## src/rtl/sfifo_pkg.sv

```systemverilog
package sfifo_pkg;

    // Read style of the storage array.
    typedef enum logic {
        RD_COMB = 1'b0,
        RD_REG  = 1'b1
    } rd_style_e;

    // Accepted transfers in the current cycle.
    typedef struct packed {
        logic push_ok;
        logic pop_ok;
    } xfer_t;

    // Advance a position by one, wrapping at depth.
    function automatic int unsigned wrap_inc(input int unsigned pos,
                                             input int unsigned depth);
        return (pos + 1 == depth) ? 0 : pos + 1;
    endfunction

endpackage

```

## src/rtl/sfifo_ctrl.sv

```systemverilog
module sfifo_ctrl
    import sfifo_pkg::*;
#(
    parameter int unsigned DEPTH = 16,
    localparam int unsigned AW = $clog2(DEPTH),
    localparam int unsigned CW = $clog2(DEPTH + 1)
) (
    input  logic          clk,
    input  logic          rst,
    input  logic          wr_en,
    input  logic          rd_en,
    output xfer_t         xfer,
    output logic [AW-1:0] wr_pos,
    output logic [AW-1:0] rd_pos,
    output logic [AW-1:0] rd_pos_nxt,
    output logic          full,
    output logic          empty
);

    logic [CW-1:0] occ_q;
    logic [AW-1:0] wr_pos_q;
    logic [AW-1:0] rd_pos_q;
    logic [AW-1:0] wr_pos_nxt;

    assign full  = (occ_q == CW'(DEPTH));
    assign empty = (occ_q == '0);

    always_comb begin
        xfer.push_ok = wr_en && !full;
        xfer.pop_ok  = rd_en && !empty;
    end

    always_comb begin
        wr_pos_nxt = wr_pos_q;
        rd_pos_nxt = rd_pos_q;
        if (xfer.push_ok) wr_pos_nxt = AW'(wrap_inc(int'(wr_pos_q), DEPTH));
        if (xfer.pop_ok)  rd_pos_nxt = AW'(wrap_inc(int'(rd_pos_q), DEPTH));
    end

    always_ff @(posedge clk) begin
        if (rst) begin
            occ_q    <= '0;
            wr_pos_q <= '0;
            rd_pos_q <= '0;
        end else begin
            wr_pos_q <= wr_pos_nxt;
            rd_pos_q <= rd_pos_nxt;
            unique case (xfer)
                2'b10:   occ_q <= occ_q + 1'b1;
                2'b01:   occ_q <= occ_q - 1'b1;
                default: occ_q <= occ_q;
            endcase
        end
    end

    assign wr_pos = wr_pos_q;
    assign rd_pos = rd_pos_q;

endmodule

```

## src/rtl/sfifo_store.sv

```systemverilog
module sfifo_store
    import sfifo_pkg::*;
#(
    parameter int unsigned DATA_W   = 8,
    parameter int unsigned DEPTH    = 16,
    parameter rd_style_e   RD_STYLE = RD_REG,
    localparam int unsigned AW = $clog2(DEPTH)
) (
    input  logic              clk,
    input  logic              we,
    input  logic [AW-1:0]     waddr,
    input  logic [DATA_W-1:0] wdata,
    input  logic [AW-1:0]     raddr,
    output logic [DATA_W-1:0] rdata
);

    logic [DATA_W-1:0] cells [DEPTH];

    always_ff @(posedge clk) begin
        if (we) cells[waddr] <= wdata;
    end

    generate
        if (RD_STYLE == RD_REG) begin : g_reg_rd
            logic [DATA_W-1:0] rd_q;
            // Read-before-write: a word written this edge is not seen here.
            always_ff @(posedge clk) begin
                rd_q <= cells[raddr];
            end
            assign rdata = rd_q;
        end else begin : g_comb_rd
            assign rdata = cells[raddr];
        end
    endgenerate

endmodule

```

## src/rtl/sfifo_bypass.sv

```systemverilog
module sfifo_bypass #(
    parameter int unsigned DATA_W = 8,
    parameter int unsigned AW     = 4
) (
    input  logic              clk,
    input  logic              rst,
    input  logic              push_ok,
    input  logic [AW-1:0]     wr_pos,
    input  logic [AW-1:0]     rd_pos_nxt,
    input  logic [DATA_W-1:0] wr_data,
    input  logic [DATA_W-1:0] array_q,
    output logic [DATA_W-1:0] rd_data
);

    logic [DATA_W-1:0] hold_q;
    logic              pick_q;

    // Capture the write bus unconditionally; cheap and needs no enable.
    always_ff @(posedge clk) begin
        hold_q <= wr_data;
    end

    always_ff @(posedge clk) begin
        if (rst) pick_q <= 1'b0;
        else     pick_q <= push_ok && (wr_pos == rd_pos_nxt);
    end

    assign rd_data = pick_q ? hold_q : array_q;

endmodule

```

## src/rtl/showahead_fifo.sv

```systemverilog
module showahead_fifo
    import sfifo_pkg::*;
#(
    parameter int unsigned DATA_W   = 8,
    parameter int unsigned DEPTH    = 16,
    parameter rd_style_e   RD_STYLE = RD_REG,
    localparam int unsigned AW = $clog2(DEPTH)
) (
    input  logic              clk,
    input  logic              rst,
    input  logic              wr_en,
    input  logic [DATA_W-1:0] wr_data,
    output logic              full,
    input  logic              rd_en,
    output logic [DATA_W-1:0] rd_data,
    output logic              empty
);

    xfer_t             xfer;
    logic [AW-1:0]     wr_pos;
    logic [AW-1:0]     rd_pos;
    logic [AW-1:0]     rd_pos_nxt;
    logic [AW-1:0]     rd_addr;
    logic [DATA_W-1:0] array_q;

    sfifo_ctrl #(.DEPTH(DEPTH)) u_ctrl (
        .clk        (clk),
        .rst        (rst),
        .wr_en      (wr_en),
        .rd_en      (rd_en),
        .xfer       (xfer),
        .wr_pos     (wr_pos),
        .rd_pos     (rd_pos),
        .rd_pos_nxt (rd_pos_nxt),
        .full       (full),
        .empty      (empty)
    );

    // Registered read looks ahead; combinational read uses the present head.
    assign rd_addr = (RD_STYLE == RD_REG) ? rd_pos_nxt : rd_pos;

    sfifo_store #(.DATA_W(DATA_W), .DEPTH(DEPTH), .RD_STYLE(RD_STYLE)) u_store (
        .clk   (clk),
        .we    (xfer.push_ok),
        .waddr (wr_pos),
        .wdata (wr_data),
        .raddr (rd_addr),
        .rdata (array_q)
    );

    generate
        if (RD_STYLE == RD_REG) begin : g_bypass
            sfifo_bypass #(.DATA_W(DATA_W), .AW(AW)) u_bypass (
                .clk        (clk),
                .rst        (rst),
                .push_ok    (xfer.push_ok),
                .wr_pos     (wr_pos),
                .rd_pos_nxt (rd_pos_nxt),
                .wr_data    (wr_data),
                .array_q    (array_q),
                .rd_data    (rd_data)
            );
        end else begin : g_direct
            assign rd_data = array_q;
        end
    endgenerate

endmodule

```

## config.mk

```make
export PLATFORM = sky130hd
export DESIGN_NAME = showahead_fifo
export DESIGN_NICKNAME = d
export VERILOG_FILES = /design/src/rtl/sfifo_pkg.sv /design/src/rtl/sfifo_ctrl.sv /design/src/rtl/sfifo_store.sv /design/src/rtl/sfifo_bypass.sv /design/src/rtl/showahead_fifo.sv
export SDC_FILE = /design/constraint.sdc
export NUM_CORES = 1
export LEC_CHECK = 0
export ABC_AREA = 1
export BUFFER_PORTS_ARGS = -buffer_cell sky130_fd_sc_hd__buf_2
export CAP_MARGIN = 5
export CORE_ASPECT_RATIO = 0.5
export CORE_MARGIN = 2
export CORE_UTILIZATION = 40
export CTS_CLUSTER_DIAMETER = 60
export DETAILED_ROUTE_END_ITERATION = 8
export PLACE_DENSITY = 0.56
export SKIP_LAST_GASP = 1
export SLEW_MARGIN = 20
export SYNTH_ARGS = -nofsm -noshare
export SYNTH_HDL_FRONTEND = slang
export SYNTH_SLANG_ARGS = --single-unit
```

## constraint.sdc

```tcl
create_clock -name clk -period 4.09 [get_ports clk]
set_clock_uncertainty 0.15 [all_clocks]
set_input_delay 1.227 -clock clk [delete_from_list [all_inputs] [get_ports clk]]
set_output_delay 1.227 -clock clk [all_outputs]
set_load 0.02 [all_outputs]
```

* After elaboration in Yosys (flattened, before gate mapping)
Memory sizes are Yosys's and may differ from the RTL's. A register that Yosys moved wholly into a read port is not among the register bits. Cells that the tools add are included.
Storage, ports and cells: register bits 22, memory bits (writable) 128, output and inout port bits 10, memories 1
Memory list:
- u_store.cells | words 16, bits a word 8, rd ports 1, clocked after Yosys merged registers in 1, wr ports 1, line sfifo_store.sv:17 | logic [DATA_W-1:0] cells [DEPTH];
Cells by class: add/subtract/negate cells 4, eq/ne operators 6, multiplexer cells 7, reduce and logical (&&, ||, !) cells 7
Operator list (number):
- $eq 5x5->1 const B | 3
- $mux 4 | 3
- $add 4x1->5 const B | 2
- $pmux 5 s2 | 1
- $mux 8 | 1
- $add 5x1->5 const B | 1
- $logic_not 5->1 | 1
- $sub 5x1->5 const B | 1
- $eq 4x4->1 | 1
- $logic_and 1x1->1 | 3
- $eq 2x1->1 const B | 1
- $eq 2x2->1 const B | 1
- $logic_not 1->1 | 2
- $mux 1 | 2
- $reduce_bool 2->1 | 1

* Longest topological paths before layout
word-level depth 6, gate-level depth with buffers 12

* Cells and area by module
From an unflattened synthesis, not the netlist that was laid out.
Unflattened totals: cell total of the unflattened synthesis 700, area, all modules 6947.9 µm²
Modules (own cells, without submodules):
- sfifo_store | instances 1, cells an instance 551, area an instance 5766.8 µm², sequential area each 4003.8 µm²
- sfifo_ctrl | instances 1, cells an instance 109, area an instance 784.5 µm², sequential area each 260.2 µm²
- sfifo_bypass | instances 1, cells an instance 40, area an instance 396.6 µm², sequential area each 180.2 µm²

* Worst setup path after synthesis
OpenSTA, ideal clock, no wires.
path kind input to register, start input port rd_en, end register u_ctrl.occ_q[4], arrival time 2.573 ns, data required time 3.869 ns, path slack 1.297 ns, stages on the path 10, path buffers 0, path through nand2_4 inv_2 ha_1 ha_1 nand2_1 nor2_1 a211oi_1 xor2_1 nand2_1 a21oi_1
Between the ends: longest elaborated chain between the ends 3
RTL lines:
- from (decl) | line showahead_fifo.sv:14 | input logic rd_en,
- $logic_and 1x1->1 (*) | line sfifo_ctrl.sv:30 | xfer.pop_ok = rd_en && !empty;
- $eq 2x1->1 or $eq 2x2->1 (tied branches) | line sfifo_ctrl.sv:48 | unique case (xfer)
- $pmux 5 s2 or $reduce_bool 2->1 (tied branches)
- to (signal assigned) | line sfifo_ctrl.sv:49 | 2'b10: occ_q <= occ_q + 1'b1;
- to (signal assigned) | line sfifo_ctrl.sv:50 | 2'b01: occ_q <= occ_q - 1'b1;
- to (signal assigned) | line sfifo_ctrl.sv:51 | default: occ_q <= occ_q;
- to (decl) | line sfifo_ctrl.sv:20 | logic [CW-1:0] occ_q;
Every way passes the cells marked *; elsewhere a longest branch is shown, timed or not. A chain may end at the register's enable or synchronous reset.

* Final worst setup path
start register g_bypass.u_bypass.pick_q, end output port rd_data[4]
Between the ends: longest elaborated chain between the ends 1
RTL lines:
- from (decl) | line sfifo_bypass.sv:16 | logic pick_q;
- from (signal assigned) | line sfifo_bypass.sv:25 | else pick_q <= push_ok && (wr_pos == rd_pos_nxt);
- $mux 8 | line sfifo_bypass.sv:28 | assign rd_data = pick_q ? hold_q : array_q;
- to (decl) | line showahead_fifo.sv:15 | output logic [DATA_W-1:0] rd_data,
No other way between the ends.

==> results.md <==
- Kind of critical path: flip-flop to output port
- Die Y: 97.57 um
- Most frequent cells in the layout: nand3_1 (147), edfxtp_1 (128), inv_1 (115)
- # setup viols final: 0
- Synth Instances: 668
- Pwr Density: 696.9 mW/mm^2
- Synth Area per Inst: 10.49 um^2
- DR WL/cell: 17.57 um
- Setup TNS: 0 ps
- Mapped cell area: 0.007004 mm^2
- Worst r2r path cells: 11
- Place WS: 887.1 ps
- CTS sink cnt: 158
- Diode count: 0
- Commonest non-fill, non-tap cell in the layout: nand3_1
- First-pass GRT wire length: 26090 um
- GRT overflow: 0
- FP Rows: 34
- Initial DRT Pass Iterations: 5
- Synthesized net count: 690
- CP Cell Sequence: mux2_2, buf_2
- Share of layout cells above drive strength 1: 0.1102
- DR iter-0 viols: 397
- GRT Util Overall: 0.1893
- FF/Latch Area: 0.004444 mm^2
- Top Family by Delay on Critical Path: flip-flops
- WHS Path Cells: 2
- Max rail drop VDD: 395.2 uV
- Syn-to-layout area delta: 11.74%
- Synth cell types: 28
- Clock transition at path regs: about 60 ps
- H-tree Lvls: 4
- Reg-to-Reg End: u_store.rdata[3]$_DFF_P_
- Worst setup EP type: output port
- Post-DP HPWL: 10030 um
- Largest family of logic cells by synthesized area: simple AND/OR/NAND/NOR gates
- Routed wire length: 16400 um
- Reg-to-reg setup timing slack: 1640 ps
- Worst skew pair latency: 420 ps
- Status: completed
- Max stage delay on crit path: approximately 710 ps
- YS warnings: 0
- Hold Buf Count CTS: 0
- Slew headroom: 0.3731
- Initial Utilization: 0.4055
- DRC errors left: 0
- Post-synth EDFFs: 128
- Post-CTS Resized: 0
- Antenna violation net count after detailed routing: 0
- Compound-Gate Fraction of Synth Area: 0.01661
- Pin count of the biggest net entering global routing: 67
- Biggest fanout along the worst timing path: 8
- Slew @ Worst Pin: 936.9 ps
- Mux cell area share after synthesis: 0.01286
- Top_reg_cell synth: edfxtp_1
- TritonCTS clock tree: done
- GPL Wtd Cong: 0.8043
- Synth Register Bits: ~160
- Initial antenna violation count: 0
- Hold Path End: u_ctrl.occ_q[4]$_SDFFE_PP0P_
- Hold Crit Start: u_ctrl.occ_q[4]$_SDFFE_PP0P_
- Tmin final: 3087 ps
- Worst min-delay path class: flip-flop to flip-flop
- Vias in the first global route: 4476
- CTS Root Cell: clkbuf_16
- CP Launch Point: g_bypass.u_bypass.pick_q$_SDFF_PP0_
- DR vias/cell: 4.937
- I/O Pins: 22
- Peak Freq: 324.0 MHz
- Asr flop ratio synth: 0
- Slowest-stage cell, CP: dfxtp_1
- WP data arrival: 1710 ps
- Fin crit share: 0.7547
- Filler cells: ~1700
- Setup bufs post-CTS: 0
- Port Buf Inserts: 21
- Final Hold Fails: 0
- Max_cap viols: 0
- Synth Area in XOR/XNOR: 0.01000
- Number of nets in the layout: between 700 and 800
- TritonCTS Buffers: 17
- Simple-Gate Fraction of Synth Area: 0.2151
- Post-synthesis sequential area ratio: 0.6345
- Die Footprint: approximately 0.019 mm^2
- Via count: ~4600
- Worst EP required: 2710 ps
- Unrepaired setup endpoints after global routing: false
- Crit start category: flip-flop
- Die Span X: 191.1 um
- Synth Area in Adders: 0.01894
- Setup ws final: around 1000 ps
- RR Startpoint: u_ctrl.occ_q[1]$_SDFFE_PP0P_
- Area occupied by multi-input gates: 0.001926 mm^2
- Core Area: 0.01727 mm^2
- Worst Path Buf+Inv: 1
- Static Leakage: about 0.0032 uW
- Final Max Tran Viols: 0
- Clk buf depth: 2
[cell type report]
cell class / instances / share of cell area
multi-input combinational: 359 / 0.2460
clock buffer: 19 / 0.05532
inverter: 119 / 0.05739
timing repair buffer: 31 / 0.02622
clock inverter: 13 / 0.009752
tap: 234 / 0.03741
sequential: 158 / 0.5679
[metal layers]
layer	track usage	routed length (um)	vias up
li1	-	-	2261
met1	0.2632	7815	2210
met2	0.2954	7416	123
met3	0.05056	986	12
met4	0.04615	178	0
met5	0	0	-
[flip-flops by register name, summed over array words and instances (netlist names)]
register                  cells
u_store.cells               128
u_ctrl.rd_pos                 4
g_bypass.u_bypass.pick_q      1
u_store.rdata                 8
g_bypass.u_bypass.hold_q      8
u_ctrl.wr_pos                 4
u_ctrl.occ_q                  5
[report_power, final]
| group | leakage, uW | internal [uW] | switching [uW] |
|---|---|---|---|
| combinational | 0.00155 | 675 | 1450 |
| clock | 0.000235 | 762 | 626 |
| sequential | 0.00141 | 1870 | 77.8 |
| total | 0.00319 | 3300 | 2150 |
[synthesized netlist by cell type, types with 5 or more instances]
library cell / number / share of area
edfxtp_1: 128 / 0.55
nand3b_1: 33 / 0.035
nand3_1: 148 / 0.11
inv_1: 115 / 0.062
dfxtp_1: 30 / 0.086
ha_1: 9 / 0.016
a21oi_1: 6 / 0.0043
nand2_1: 96 / 0.051
buf_2: 21 / 0.015
mux2_2: 8 / 0.013
buf_4: 5 / 0.0054
o21ai_0: 8 / 0.0057
nor2_1: 33 / 0.018
[worst max path at each step]
| stage | endpoint | slack [ps] | depth (start not counted) |
|---|---|---|---|
| 2_1_floorplan | u_ctrl.occ_q[4]$_SDFFE_PP0P_ | 1300 | 10 |
| 3_3_place_gp | u_store.rdata[4]$_DFF_P_ | 920 | 9 |
| 3_5_place_dp | u_store.rdata[4]$_DFF_P_ | 890 | 9 |
| 4_1_cts | rd_data[4] | 960 | 2 |
| 5_1_grt | rd_data[4] | 930 | 2 |
| 6_report | rd_data[4] | 1000 | 2 |
[cells by family after synthesis]
| logic type | after synthesis |
|---|---|
| simple gates | 314 |
| flops | 158 |
| buf+inv | 151 |
| compound gates | 19 |
| fa+ha+maj | 10 |
| xor+xnor | 8 |
| mux | 8 |
[metrics by stage]
| stage | cell area (um^2) | utilization | instances | hold slack (ps) | power, uW |
|---|---|---|---|---|---|
| finish | 7826 | 0.4531 | 933 | 365.8 | 5454 |
| global placement | 7317 | 0.4236 | 901 | 347.0 | 4070 |
| detailed placement | 7317 | 0.4236 | 901 | 356.2 | 4092 |
| global route | 7826 | 0.4531 | 933 | 412.6 | 5802 |
| CTS | 7826 | 0.4531 | 933 | 365.1 | 5480 |
| floorplan | 7004 | - | 668 | 335.2 | 3499 |
[tightest hold or removal path, stage by stage (launching register included)]
cell,delay (ps)
dfxtp_1,350
nand2_1,70
a21oi_1,50
(Power assumes the default switching activity.)
